`src/rtl/sramc_pkg.sv`:
```
package sramc_pkg;

    localparam int HOST_AW = 20;
    localparam int DIE_AW  = HOST_AW - 1;
    localparam int DATA_W  = 8;
    localparam int N_DIES  = 2;

    typedef enum logic [2:0] {
        ST_IDLE,
        ST_RD,
        ST_RCV,
        ST_TURN,
        ST_WR,
        ST_HOLD
    } seq_state_t;

    typedef struct packed {
        logic              bank;
        logic [DIE_AW-1:0] addr;
        logic [DATA_W-1:0] data;
    } acc_req_t;

    function automatic logic [N_DIES-1:0] die_onehot(input logic bank);
        logic [N_DIES-1:0] v;
        v = '0;
        v[bank] = 1'b1;
        return v;
    endfunction

    function automatic int max3(input int a, input int b, input int c);
        int m;
        m = (a > b) ? a : b;
        return (m > c) ? m : c;
    endfunction

endpackage

```
`src/rtl/sramc_bank_decode.sv`:
```
module sramc_bank_decode
    import sramc_pkg::*;
(
    input  logic [HOST_AW-1:0] host_addr,
    output logic               bank,
    output logic [DIE_AW-1:0]  die_addr
);
    always_comb begin
        bank     = host_addr[HOST_AW-1];
        die_addr = host_addr[DIE_AW-1:0];
    end
endmodule

```
`src/rtl/sramc_seq.sv`:
```
module sramc_seq
    import sramc_pkg::*;
#(
    parameter int RD_CYC   = 3,
    parameter int WR_CYC   = 3,
    parameter int TURN_CYC = 1
) (
    input  logic       clk,
    input  logic       rst,
    input  logic       start,
    input  logic       is_write,
    output seq_state_t state,
    output logic       rd_capture
);
    localparam int CNT_MAX = max3(RD_CYC, WR_CYC, TURN_CYC);
    localparam int CNT_W   = (CNT_MAX > 1) ? $clog2(CNT_MAX) : 1;
    localparam logic [CNT_W-1:0] RD_LAST = CNT_W'(RD_CYC - 1);
    localparam logic [CNT_W-1:0] WR_LAST = CNT_W'(WR_CYC - 1);
    localparam logic [CNT_W-1:0] TN_LAST = CNT_W'(TURN_CYC - 1);

    logic [CNT_W-1:0] cnt;

    assign rd_capture = (state == ST_RD) && (cnt == RD_LAST);

    always_ff @(posedge clk) begin
        if (rst) begin
            state <= ST_IDLE;
            cnt   <= '0;
        end else begin
            case (state)
                ST_IDLE: begin
                    cnt <= '0;
                    if (start) state <= is_write ? ST_TURN : ST_RD;
                end
                ST_RD: begin
                    if (cnt == RD_LAST) begin
                        state <= ST_RCV;
                        cnt   <= '0;
                    end else begin
                        cnt <= cnt + 1'b1;
                    end
                end
                ST_RCV: state <= ST_IDLE;
                ST_TURN: begin
                    if (cnt == TN_LAST) begin
                        state <= ST_WR;
                        cnt   <= '0;
                    end else begin
                        cnt <= cnt + 1'b1;
                    end
                end
                ST_WR: begin
                    if (cnt == WR_LAST) begin
                        state <= ST_HOLD;
                        cnt   <= '0;
                    end else begin
                        cnt <= cnt + 1'b1;
                    end
                end
                ST_HOLD: state <= ST_IDLE;
                default: begin
                    state <= ST_IDLE;
                    cnt   <= '0;
                end
            endcase
        end
    end


    capture_once_chk: assert property (@(posedge clk) disable iff (rst)
        rd_capture |=> (state == ST_RCV));


    hold_after_wr_chk: assert property (@(posedge clk) disable iff (rst)
        (state == ST_HOLD) |-> ($past(state) == ST_WR));
endmodule

```
`src/rtl/sramc_datapath.sv`:
```
module sramc_datapath
    import sramc_pkg::*;
(
    input  logic              clk,
    input  logic              rst,
    input  logic              start,
    input  acc_req_t          req_in,
    input  logic              capture,
    input  logic [DATA_W-1:0] bus_in,
    output acc_req_t          req_q,
    output logic              rd_valid,
    output logic [DATA_W-1:0] rd_data
);
    always_ff @(posedge clk) begin
        if (rst) begin
            req_q    <= '0;
            rd_valid <= 1'b0;
            rd_data  <= '0;
        end else begin
            if (start) req_q <= req_in;
            rd_valid <= capture;
            if (capture) rd_data <= bus_in;
        end
    end


    rdv_pulse_chk: assert property (@(posedge clk) disable iff (rst)
        rd_valid |=> !rd_valid);
endmodule

```
`src/rtl/dual_die_sram_ctrl.sv`:
```
module dual_die_sram_ctrl
    import sramc_pkg::*;
#(
    parameter int RD_CYC   = 3,
    parameter int WR_CYC   = 3,
    parameter int TURN_CYC = 1
) (
    input  logic               clk,
    input  logic               rst,
    input  logic               host_valid,
    input  logic               host_write,
    input  logic [HOST_AW-1:0] host_addr,
    input  logic [DATA_W-1:0]  host_wdata,
    output logic               host_ready,
    output logic               rd_valid,
    output logic [DATA_W-1:0]  rd_data,
    output logic [DIE_AW-1:0]  mem_addr,
    output logic [N_DIES-1:0]  mem_sel_n,
    output logic [N_DIES-1:0]  mem_we_n,
    output logic               mem_oe_n,
    output logic [DATA_W-1:0]  bus_out,
    output logic               bus_drive,
    input  logic [DATA_W-1:0]  bus_in
);
    seq_state_t        state;
    logic              start;
    logic              capture;
    logic              dec_bank;
    logic [DIE_AW-1:0] dec_addr;
    acc_req_t          req_in;
    acc_req_t          req_q;
    logic [N_DIES-1:0] die_mask;

    sramc_bank_decode u_dec (
        .host_addr (host_addr),
        .bank      (dec_bank),
        .die_addr  (dec_addr)
    );

    assign start  = host_valid && host_ready;
    assign req_in = '{bank: dec_bank, addr: dec_addr, data: host_wdata};

    sramc_seq #(
        .RD_CYC   (RD_CYC),
        .WR_CYC   (WR_CYC),
        .TURN_CYC (TURN_CYC)
    ) u_seq (
        .clk        (clk),
        .rst        (rst),
        .start      (start),
        .is_write   (host_write),
        .state      (state),
        .rd_capture (capture)
    );

    sramc_datapath u_dp (
        .clk      (clk),
        .rst      (rst),
        .start    (start),
        .req_in   (req_in),
        .capture  (capture),
        .bus_in   (bus_in),
        .req_q    (req_q),
        .rd_valid (rd_valid),
        .rd_data  (rd_data)
    );

    assign die_mask = die_onehot(req_q.bank);

    always_comb begin
        host_ready = (state == ST_IDLE);
        mem_addr   = req_q.addr;
        bus_out    = req_q.data;
        mem_oe_n   = (state != ST_RD);
        bus_drive  = (state == ST_WR) || (state == ST_HOLD);
        mem_sel_n  = '1;
        mem_we_n   = '1;
        if (state == ST_RD || state == ST_TURN || state == ST_WR)
            mem_sel_n = ~die_mask;
        if (state == ST_TURN || state == ST_WR)
            mem_we_n = ~die_mask;
    end


    idle_standby_chk: assert property (@(posedge clk) disable iff (rst)
        host_ready |-> (&mem_sel_n && &mem_we_n && mem_oe_n && !bus_drive));


    one_die_chk: assert property (@(posedge clk) disable iff (rst)
        $countones(~mem_sel_n) <= 1);


    busy_ready_chk: assert property (@(posedge clk) disable iff (rst)
        (host_valid && host_ready) |=> !host_ready);


    addr_stable_chk: assert property (@(posedge clk) disable iff (rst)
        (!(&mem_sel_n) && !(&$past(mem_sel_n))) |-> ($stable(mem_addr) && $stable(bus_out)));


    no_fight_chk: assert property (@(posedge clk) disable iff (rst)
        bus_drive |-> mem_oe_n);


    data_held_chk: assert property (@(posedge clk) disable iff (rst)
        ($rose(mem_we_n[0]) || $rose(mem_we_n[1])) |-> (bus_drive && $stable(bus_out)));
endmodule

```
`config.mk`:
```
export PLATFORM = sky130hd
export DESIGN_NAME = dual_die_sram_ctrl
export DESIGN_NICKNAME = d
export VERILOG_FILES = /design/src/rtl/sramc_pkg.sv /design/src/rtl/sramc_bank_decode.sv /design/src/rtl/sramc_seq.sv /design/src/rtl/sramc_datapath.sv /design/src/rtl/dual_die_sram_ctrl.sv
export SDC_FILE = /design/constraint.sdc
export NUM_CORES = 1
export LEC_CHECK = 0
export ABC_AREA = 1
export BUFFER_PORTS_ARGS = -buffer_cell sky130_fd_sc_hd__clkbuf_2
export CORE_UTILIZATION = 45
export DETAILED_ROUTE_END_ITERATION = 8
export HOLD_SLACK_MARGIN = 0.12
export PLACE_DENSITY = 0.89
export SYNTH_ARGS = -nofsm -noshare
export SYNTH_HDL_FRONTEND = slang
export SYNTH_SLANG_ARGS = --single-unit
```
`constraint.sdc`:
```
create_clock -name clk -period 1.35 [get_ports clk]
set_input_delay 0.2025 -clock clk [delete_from_list [all_inputs] [get_ports clk]]
set_output_delay 0.2025 -clock clk [all_outputs]
set_load 0.05 [all_outputs]
```
# Word level (Yosys, flattened, before mapping)

Cells that the tools add are included.

Input port bits: 40
Register bits: 42
Logic and storage cells: 47

Order comparisons: 2
Add/sub/neg operators: 1
Bitwise logic cells: 1
Equality and inequality tests: 11
Muxes and demuxes: 13
Reduce and logical (&&, ||, !) cells: 12

Operator list:

| cell                                                                  | count |
|---|---|
| 3-bit two-way mux                                                     | 4 |
| 3-bit case mux with 4 select lines                                    | 1 |
| 2-bit two-way mux                                                     | 5 |
| 2-bit by 1-bit != test with 1-bit output, second input constant       | 4 |
| 3-bit by 2-bit equality test with 1-bit output, second input constant | 2 |
| 3-bit equality test, second input constant                            | 2 |
| 2-bit case mux with 3 select lines                                    | 1 |
| 1-bit logical OR                                                      | 4 |
| 4-bit AND reduction                                                   | 1 |
| 2-bit OR reduction                                                    | 2 |
| 3-bit by 1-bit equality test with 1-bit output, second input constant | 1 |
| 1-bit logical AND                                                     | 3 |
| 3-bit logical NOT                                                     | 1 |
| 3-bit by 1-bit != test with 1-bit output, second input constant       | 1 |
| 2-bit by 1-bit adder with 2-bit output, second input constant         | 1 |
| 2-bit equality test, second input constant                            | 1 |
| 2-bit logical NOT                                                     | 1 |
| 1-bit by 2-bit < comparator with 1-bit output, second input constant  | 1 |
| 2-bit inverter                                                        | 1 |
| 1-bit demux with 1-bit select                                         | 1 |
| 1-bit >= comparator, second input constant                            | 1 |
| 1-bit two-way mux                                                     | 1 |

# Logic depth before layout (Yosys ltp)

Word-level depth: 6
Gate-level depth with buffers: 9
Depth with buffers taken out: 9

# Modules after synthesis

Synthesis repeated with hierarchy kept, for this count alone.

Cells, all modules: 324
Area, all modules: 2123.3 um^2

Modules (own cells, without submodules):

| module             | cells an instance | sequential area each (um^2) | instances | area an instance (um^2) |
|---|---|---|---|---|
| sramc_datapath     | 231               | 740.7                       | 1         | 1522.7 |
| sramc_seq          | 57                | 100.1                       | 1         | 375.4 |
| sramc_bank_decode  | 20                | 0.0                         | 1         | 150.1 |
| dual_die_sram_ctrl | 16                | 0.0                         | 1         | 75.1 |

# Worst setup path before layout

OpenSTA, ideal clock, no wires.

Path kind: register to output
From: register u_seq.state[1]
To: output mem_sel_n[0]
Stages on the path, launching flop included: 5
Required time: 1148 ps
Slack: -309 ps
Data arrival time: 1457 ps
Buffers on the path: 0
Path through: dfxtp_1 > nor2_1 > nand2_1 > nand2_1 > nand2_1

Word-level cells in the longest chain between the ends: 4
Elaborated cells on any way between the ends: 6
Those cells by class: eq/ne (3); mux (1); reduce/logical (2)

Ends and longest elaborated chain:

| element                                                                                                          | line                     | RTL |
|---|---|---|
| start: declaration                                                                                               | sramc_seq.sv:12          | `output seq_state_t state,` |
| start signal: assignment                                                                                         | sramc_seq.sv:33          | `if (start) state <= is_write ? ST_TURN : ST_RD;` |
| 3-bit by 1-bit equality test with 1-bit output or 3-bit by 2-bit equality test with 1-bit output (tied branches) | dual_die_sram_ctrl.sv:78 | `if (state == ST_RD \|\| state == ST_TURN \|\| state == ST_WR)` |
| 1-bit logical OR                                                                                                 | dual_die_sram_ctrl.sv:78 |  |
| 1-bit logical OR (*)                                                                                             | dual_die_sram_ctrl.sv:78 |  |
| 2-bit two-way mux (*)                                                                                            | dual_die_sram_ctrl.sv:78 |  |
| end: declaration                                                                                                 | dual_die_sram_ctrl.sv:18 | `output logic [N_DIES-1:0] mem_sel_n,` |

Mark *: on every way between the ends. The rest lies on a longest branch, timed or not.

# Final worst setup path

From: register u_seq.state[0]
To: output host_ready

Word-level cells in the longest chain between the ends: 1

Ends and longest elaborated chain:

| element           | line                     | RTL |
|---|---|---|
| 3-bit logical NOT | dual_die_sram_ctrl.sv:71 | `host_ready = (state == ST_IDLE);` |
| end: declaration  | dual_die_sram_ctrl.sv:14 | `output logic host_ready,` |

Every way passes these cells.

==> reports/summary.txt <==
Worst Setup Start Kind: register
Pwr/cell area: 2380 mW/mm²
Clock skew: 0.00321 ns
Syn avg cell area: 7.88 µm²
Final min period: 1.49 ns
VDD IR max: 0.00120 V
Vias: 1,852
IO Count: 83
TritonCTS Buffers: 5
Synth Cell Area: 0.00175 mm²
Syn nets: 266
Post-DRT Antenna Nets: 0
TritonRoute pass-1 iters: 4
Sink Count: 42
Largest net degree at the start of global routing: 32
Final Cycle Share: 1.10
CP Data Arrival Time: 1.29 ns
Worst path cell trace: buf_4 -> nor3_4 -> buf_8
RSZ-0062 raised after global routing: true
Die Span X: 64.4 µm
Slew @ Worst Pin: 0.330 ns
Failing checks: negative setup slack
Synth area leader: dfxtp_1
Max Cap Violations: 0
CTS Hold Bufs: 0
Post-Syn Instances: 222
Root buffer cell: clkbuf_8
Clk pin slew, worst setup/hold paths: 0.08 ns
F_max: 671 MHz
Routed wire length: 5050 µm
Share of layout cells above drive strength 1: 0.435
Max clock buf depth: 2
Post-detail-place hpwl: 3040 µm
Count of final setup violators: 34
Htree depth: 2
CP max FO: 5
Relative slew slack: 0.780
Most frequent cells in the layout: 75 x clkbuf_2, 39 x a21oi_1, 38 x nand2_1, 37 x dfxtp_1, 29 x nand3_1
Antenna diodes: 0
Status: complete, but fails checks
CTS tree: yes
Antenna violations before repair: 0
Worst endpoint required time: 1.15 ns
Initial DRC count: 141
Slew Limit Fails: 0
Clock latency on the worst-skew pair: 0.29 ns
Final core utilization: 0.715
Warnings, synthesis: 0
Top-area cell type share of the netlist area: 0.480
CP max stage cell: dfxtp_4
Final hold vios: 0
Vias per inst: 5.07
WL/cell: 13.8 µm
Most common cell after layout, fill and taps aside: clkbuf_2
Remaining DRCs: 0
Pwr Total: 6.28 mW
Synth top area cells: dfxtp_1 48%, a21oi_1 11%, nand2_1 9.9%, nand3_1 8.6%, buf_6 3.9%
Crit. End Element: output port
Row count: 22
Filler cells: 295
Crit Path Category: register to output port
Nets: 361
Hold crit path type: input pin to register
Synth Register Bits: 42
GRT Util Overall: 0.228
Die ar.: 0.00414 mm²
Remaining Overflow, GRT: 0
Vias in the first global route: 1,664
Core area: 0.00369 mm²
First-pass GRT wire length: 7380 µm
Initial core utilization: 0.475
Final GP Congestion: 0.821
Sequential fraction of the synthesis area: 0.480
Crit-path max cell delay: 0.37 ns
Die Y: 64.4 µm
Setup ws final: -0.140 ns
Area added between synthesis and finish: 50.6%
Synth unique cells: 21
IO buf count: 82
Leak pwr: 1.20 nW
## final timing paths
path | start | to | slack [ns] | cells after the start
max | u_seq.state[0]$_SDFFE_PP0P_ | host_ready | -0.14 | 3
min | host_addr[1] | u_dp.req_q[9]$_SDFFE_PP0P_ | 0.16 | 3
max reg2reg | u_seq.state[0]$_SDFFE_PP0P_ | u_dp.req_q[10]$_SDFFE_PP0P_ | -0.11 | 6
min reg2reg | u_dp.rd_data[4]$_SDFFE_PP0P_ | u_dp.rd_data[4]$_SDFFE_PP0P_ | 0.45 | 2
## final cells by class
cell class | instances | area [µm²] | area share
Timing Repair Buffer | 103 | 711 | 0.270
Inverter | 17 | 66.3 | 0.0252
Tap cell | 48 | 60.1 | 0.0228
Clock inverter | 1 | 30.0 | 0.0114
Multi-Input combinational cell | 148 | 832 | 0.316
Clock buffer | 6 | 82.6 | 0.0313
Sequential cell | 42 | 855 | 0.324
## Yosys cell counts, drive strengths merged
master  instances
nand2          48
dfxtp          42
a21oi          40
nand3          31
inv            17
o21ai          11
buf            10
nor2            9
clkbuf          5
ha              4
a22oi           2
nor3            2
nand3b          1
## logic make-up after synthesis
kind of cell | after synthesis | synth area share
AND/OR/NAND/NOR | 91 | 0.237
AO/OA/AOI/OAI | 53 | 0.154
buffers and inverters | 32 | 0.0993
adder cells (fa/ha/maj) | 4 | 0.0286
flip-flops | 42 | 0.480
## power breakdown
group	switching (mW)	internal (mW)	leakage, nW	total [mW]
Combinational	2.20	1.42	0.799	3.61
Sequential	0.191	1.48	0.346	1.67
Clock	0.405	0.591	0.0573	0.996
## layer usage
metal	track usage	routed length, µm	vias to the layer above
met4	0.0722	87	0
met3	0.0518	226	12
met5	0	0	-
met2	0.396	2580	69
li1	-	-	917
met1	0.276	2150	854
## registers in the layout, indices dropped and copies added (netlist names)
register       cells
u_dp.req_q        28
u_dp.rd_data       8
u_seq.state        3
u_seq.cnt          2
u_dp.rd_valid      1
## per-stage QoR
stage / instance area [µm²] / setup WS (ns) / hold slack [ns] / cells / setup TNS, ns
floorplan: 1770 / -0.0615 / 0.272 / 222 / -0.223
CTS: 2460 / -0.0910 / 0.155 / 358 / -0.433
global placement: 2220 / 0.0397 / 0.432 / 346 / 0
detailed placement: 2220 / -0.0128 / 0.438 / 346 / -0.0552
finish: 2640 / -0.140 / 0.157 / 365 / -3.15
global route: 2640 / -0.162 / 0.156 / 365 / -4.80
## worst max-delay path, delay by kind of cell (launching register included)
family                 cells  cell delay [ns]
AND/OR/NAND/NOR            1             0.29
buffers and inverters      2             0.33
flip-flops                 1             0.37
## repair_timing
action,in CTS,in global routing
gates cloned,0,3
buffers inserted,5,4
pin swaps,3,1
setup endpoints to repair,16,44
gates resized for setup,23,36
No activity file was read; power rests on OpenSTA's default activity.
